### config.mk
export PLATFORM = sky130hd
export DESIGN_NAME = strobe_decoder
export DESIGN_NICKNAME = d
export VERILOG_FILES = /design/src/rtl/strobe_dec_pkg.sv /design/src/rtl/sdec_capture.sv /design/src/rtl/sdec_onehot.sv /design/src/rtl/sdec_drive.sv /design/src/rtl/strobe_decoder.sv
export SDC_FILE = /design/constraint.sdc
export NUM_CORES = 1
export LEC_CHECK = 0
export BUFFER_PORTS_ARGS = -buffer_cell sky130_fd_sc_hd__buf_2
export CORE_AREA = 10 10 47 49
export DETAILED_ROUTE_END_ITERATION = 16
export DIE_AREA = 0 0 57 59
export PLACE_DENSITY = 0.6
export SKIP_LAST_GASP = 1
export SLEW_MARGIN = 20
export SYNTH_ARGS = -nofsm -noshare
export SYNTH_HDL_FRONTEND = slang
export SYNTH_SLANG_ARGS = --single-unit
### constraint.sdc
create_clock -name clk_i -period 1.4 [get_ports clk_i]
set_clock_uncertainty 0.15 [all_clocks]
set_input_delay 0.07 -clock clk_i [delete_from_list [all_inputs] [get_ports clk_i]]
set_output_delay 0.07 -clock clk_i [all_outputs]
set_load 0.1 [all_outputs]
### src/rtl/strobe_dec_pkg.sv
package strobe_dec_pkg;
  typedef enum logic {
    POL_LOW  = 1'b0,
    POL_HIGH = 1'b1
  } pol_e;

  localparam int unsigned CODE_W_DEF = 4;
endpackage

### src/rtl/sdec_capture.sv
module sdec_capture #(
  parameter int unsigned CODE_W = 4
) (
  input  logic              clk_i,
  input  logic              rst_ni,
  input  logic              strobe_i,
  input  logic [CODE_W-1:0] code_i,
  output logic [CODE_W-1:0] held_o
);
  // clocked stand-in for a transparent latch: load while strobe high
  always_ff @(posedge clk_i or negedge rst_ni) begin
    if (!rst_ni)       held_o <= '0;
    else if (strobe_i) held_o <= code_i;
  end
endmodule

### src/rtl/sdec_onehot.sv
module sdec_onehot #(
  parameter int unsigned CODE_W = 4,
  localparam int unsigned LINES = 1 << CODE_W
) (
  input  logic [CODE_W-1:0] code_i,
  output logic [LINES-1:0]  sel_o
);
  for (genvar i = 0; i < LINES; i++) begin : g_line
    localparam logic [CODE_W-1:0] IDX = CODE_W'(i);
    assign sel_o[i] = (code_i == IDX);
  end
endmodule

### src/rtl/sdec_drive.sv
module sdec_drive
  import strobe_dec_pkg::*;
#(
  parameter int unsigned LINES    = 16,
  parameter pol_e        POLARITY = POL_HIGH
) (
  input  logic [LINES-1:0] sel_i,
  input  logic             inhibit_i,
  output logic [LINES-1:0] line_o
);
  logic [LINES-1:0] gated;
  assign gated = inhibit_i ? '0 : sel_i;

  if (POLARITY == POL_HIGH) begin : g_high
    assign line_o = gated;
  end else begin : g_low
    assign line_o = ~gated;
  end
endmodule

### src/rtl/strobe_decoder.sv
module strobe_decoder
  import strobe_dec_pkg::*;
#(
  parameter int unsigned CODE_W   = CODE_W_DEF,
  parameter pol_e        POLARITY = POL_HIGH,
  localparam int unsigned LINES   = 1 << CODE_W
) (
  input  logic              clk_i,
  input  logic              rst_ni,
  input  logic [CODE_W-1:0] code_i,
  input  logic              strobe_i,
  input  logic              inhibit_i,
  output logic [LINES-1:0]  line_o
);
  logic [CODE_W-1:0] held_q;
  logic [LINES-1:0]  sel;

  sdec_capture #(.CODE_W(CODE_W)) u_capture (
    .clk_i    (clk_i),
    .rst_ni   (rst_ni),
    .strobe_i (strobe_i),
    .code_i   (code_i),
    .held_o   (held_q)
  );

  sdec_onehot #(.CODE_W(CODE_W)) u_onehot (
    .code_i (held_q),
    .sel_o  (sel)
  );

  sdec_drive #(.LINES(LINES), .POLARITY(POLARITY)) u_drive (
    .sel_i     (sel),
    .inhibit_i (inhibit_i),
    .line_o    (line_o)
  );
endmodule

---- After elaboration in Yosys (flattened, before gate mapping) ----
Index checks and enable logic that the tools add are counted.
storage, ports and cells
  bits in registers ....................... 4
  bits of input ports ..................... 8
  output and inout port bits .............. 16
  word-level logic and storage cells ...... 18
operators by class
  equality and inequality tests ........... 15
  multiplexer cells ....................... 1
  reductions and logical operators ........ 1
operator list
  cell                                                                    number
  4-bit equality test (second input constant)                             8
  4-bit by 3-bit equality test with 1-bit output (second input constant)  4
  16-bit two-way mux                                                      1
  4-bit by 2-bit equality test with 1-bit output (second input constant)  2
  4-bit by 1-bit equality test with 1-bit output (second input constant)  1
  4-bit zero test                                                         1

---- Longest topological paths before layout ----
  depth in word-level cells ............... 2
  depth in mapped cells ................... 2
  mapped depth without buffers ............ 2

---- Cells and area by module ----
From an unflattened synthesis, not the netlist that was laid out.
second synthesis, totals
  cells, all modules ...................... 45
  area total of the unflattened synthesis .. 515.5 um2
by module, submodules not included
  module        instances  cells an instance  area an instance (um2)
  sdec_onehot   1          20                 226.5
  sdec_capture  1          8                  145.1
  sdec_drive    1          17                 143.9

---- Worst setup path after synthesis ----
Ideal clock, no wire load.
  kind .................................... register to output
  start point ............................. register u_capture.held_o[2]
  end point ............................... output port line_o[8]
  arrival time ............................ 2,847 ps
  data required time ...................... 1,180 ps
  setup slack ............................. -1,667 ps
  stages on the path, launching flop included .. 3
  path buffers ............................ 0
  cell sequence ........................... dfrtp_1 > or3b_1 > nor3_1
between the ends
  longest elaborated chain between the ends .. 2
ends and longest elaborated chain
  element                   RTL line              source
  start: declaration        sdec_capture.sv:8     output logic [CODE_W-1:0] held_o
  start signal: assignment  sdec_capture.sv:13    else if (strobe_i) held_o <= code_i;
  4-bit equality test       sdec_onehot.sv:10     assign sel_o[i] = (code_i == IDX);
  16-bit two-way mux        sdec_drive.sv:12      assign gated = inhibit_i ? '0 : sel_i;
  end: declaration          strobe_decoder.sv:13  output logic [LINES-1:0] line_o
Every way passes these cells.

---- Final worst setup path ----
  start point ............................. register u_capture.held_o[3]
  end point ............................... output port line_o[2]
between the ends
  longest elaborated chain between the ends .. 2
ends and longest elaborated chain
  element                                         RTL line
  4-bit by 2-bit equality test with 1-bit output  sdec_onehot.sv:10
  16-bit two-way mux                              sdec_drive.sv:12
Every way passes these cells.

==> impl_metrics.py <==
metrics = {
    "outcome": {
        "status": "finished with violations",
        "violations": "negative setup slack",
    },
    "global_route": {
        "antenna_found_initial": 0,
        "track_usage_pct": 9.09,
        "overflow": 0,
        "grt_pass1_vias": 504,
        "grt_max_degree": 6,
        "grt_pass1_wl_um": 2370,
    },
    "min_path": {
        "holdCritPathClass": "in -> async",
    },
    "timing": {
        "finalWorstSetupSlack_ns": -0.333,
        "rsz0062_at_grt": "yes",
        "timing.final.crit_period_ns": 1.73,
        "final-max-slew-violation-count": 0,
        "fmax_mhz": 577,
        "setup_viol": 16,
        "fin_tns_setup_ns": -4.08,
        "tightest_slew_ns": 0.196,
        "hold_viol_final": 0,
        "slew_headroom_pct": 86.9,
        "period_share_pct": 124,
    },
    "yosys": {
        "synth_cells": 31,
        "synth_top_area_cell": "dfrtp_1",
        "ys_ff_latch": 4,
        "netlist.area_leader.share_pct": 38.8,
        "synthesis.nets": 39,
        "ys_seq_area_share_pct": 38.8,
        "synth.area.top_cells": "dfrtp_1 39%, nor2_1 17%, mux2_1 8.7%",
        "syn-cell-area_um2": 258,
        "synth_cell_types": 10,
        "yosys_warnings": 0,
        "syn_avg_cell_area_um2": 8.31,
    },
    "finish": {
        "largest_reg_flops": 4,
        "antenna_cells": 0,
        "reg.largest.list": "u_capture.held_o: 4 flops",
        "drive_gt1_share_pct": 84.8,
        "regMostFlops": "u_capture.held_o",
        "fillers": 87,
        "nets": 88,
        "area_delta_synth_final_pct": 314,
    },
    "clock_network": {
        "root_buffer": "clkbuf_4",
        "cts_buffers": 3,
        "cts_tree": "done",
        "h-tree-depth": 1,
        "clkSinkCount": 4,
        "clk_pin_slew_ns": 0.04,
        "clockBufferDepth": 2,
        "clkLatencyLatePin_ns": 0.23,
    },
    "routing": {
        "viasPerCell": 4.31,
        "highest_layer": "met3",
        "first_iter_violations": 4,
        "antenna_left": 0,
        "wl_met2_um": 891,
        "drc": 0,
        "dr.pass1.iters": 2,
        "post_drt_wl_per_cell_um": 15.4,
        "finalWirelength_um": 1460,
        "dr_total_vias": 409,
        "wl_met3_um": 82,
        "drt-met1-wl_um": 489,
    },
    "worst_setup_path": {
        "arrival_ns": 1.51,
        "cp-startpoint": "u_capture.held_o[3]",
        "endpoint_kind": "primary output",
        "r2r-end": "u_capture.held_o[0]",
        "r2r.worst_path.cells": 2,
        "worstSetupStartpointType": "register",
        "r2r_setup_slack_ns": 0.23,
        "reg2reg_from": "u_capture.held_o[0]",
        "worstPathRequired_ns": 1.18,
        "path_class": "reg -> out",
        "critical_path.max_fanout": 5,
        "cp-endpoint": "line_o[2]",
    },
    "placement": {
        "port_buffers": 23,
        "pre_cts_ws_ns": -0.102,
        "hpwl_um": 1070,
        "globalplace.congestion": 0.636,
    },
    "floorplan": {
        "pin_count": 24,
        "dieHeight_um": 59,
        "num_rows": 14,
        "die_w_um": 57,
        "core-area_mm2": 0.00140,
        "dieArea_mm2": 0.00336,
        "initial_core_util_pct": 18.4,
    },
    "pwr": {
        "power_density_mw_per_mm2": 660,
        "leakagePower_nw": 0.426,
        "ir_drop_mv": 0.467,
    },
    "run": {
        "max_cap_viol_count": 0,
    },
}
==> worst min-delay path by stage <==
| stage | depth (start not counted) | slack [ns] | end |
|---|---|---|---|
| 2_1_floorplan | 0 | -0.38 | u_capture.held_o[0] |
| 3_3_place_gp | 1 | -0.27 | u_capture.held_o[2] |
| 3_5_place_dp | 1 | -0.27 | u_capture.held_o[2] |
| 4_1_cts | 2 | 0.007 | u_capture.held_o[0] |
| 5_1_grt | 2 | 0.03 | u_capture.held_o[1] |
| 6_report | 2 | 0.01 | u_capture.held_o[0] |
==> cell usage after synthesis (all sizes together) <==
cell / instances
or3: 1
nand2b: 2
or3b: 2
dfrtp: 4
nor3: 4
nand3b: 1
mux2: 4
nand2: 1
nor2: 12
==> where the power goes <==
group / switching [mW] / internal (mW) / total (mW)
Clock: 0.0499 / 0.107 / 0.157
Sequential: 0.0207 / 0.129 / 0.150
Combinational: 0.218 / 0.180 / 0.397
Total: 0.288 / 0.416 / 0.704
==> critical path, cell delays in order, from the launching register on <==
cell and delay [ns]:
dfrtp_1 0.40, or3_4 0.43, buf_12 0.15, nor2_4 0.12, buf_12 0.18
==> layout make-up <==
class                   instances  area, um^2  area share (%)
well taps                      16        20.0            1.88
multi-input cells              27         325            30.5
clock buffers                   4        26.3            2.46
flip-flops and latches          4         103            9.61
repair buffers                 44         593            55.6
==> cell families after synthesis <==
logic type	after synthesis	share of synthesized area (%)
AND/OR/NAND/NOR	23	43.7
multiplexers	4	17.5
flip-flops	4	38.8
==> cells in the final DEF (no fill, tap or decap), drive strengths merged <==
cell type / netlist / final
buf: 0 / 38
clkbuf: 0 / 4
nor3: 4 / 4
or3: 1 / 1
nand3b: 1 / 1
nand2b: 2 / 2
or3b: 2 / 2
nor2: 12 / 12
dfrtp: 4 / 4
dlygate4sd3: 0 / 6
mux2: 4 / 4
nand2: 1 / 1
==> through the flow <==
| stage | area (um^2) | util, % | total power, mW | hold WS [ns] | cells |
|---|---|---|---|---|---|
| 5_1_grt | 1070 | 76.2 | 0.741 | 0.0325 | 95 |
| 3_3_place_gp | 888 | 63.4 | 0.479 | -0.274 | 78 |
| 6_report | 1070 | 76.2 | 0.704 | 0.0139 | 95 |
| 3_5_place_dp | 888 | 63.4 | 0.485 | -0.271 | 78 |
| 4_1_cts | 1040 | 74.6 | 0.699 | 0.00709 | 92 |
| 2_1_floorplan | 428 | - | 0.358 | -0.376 | 31 |
==> what timing repair did <==
| item | CTS | global route |
|---|---|---|
| gates resized for setup | 4 | 0 |
| setup buffers | 4 | 3 |
| hold buffers | 6 | 0 |
| setup endpoints to repair | 16 | 16 |
| hold endpoints to repair | 8 | 0 |
| pin swaps | 5 | 3 |
==> per-layer routing <==
metal / up-vias / global-route usage [%]
met5: - / 0
met4: 0 / 4.03
met3: 0 / 3.43
met2: 14 / 18.4
met1: 190 / 7.51
li1: 205 / -
Power figures use the tool's default switching activity.
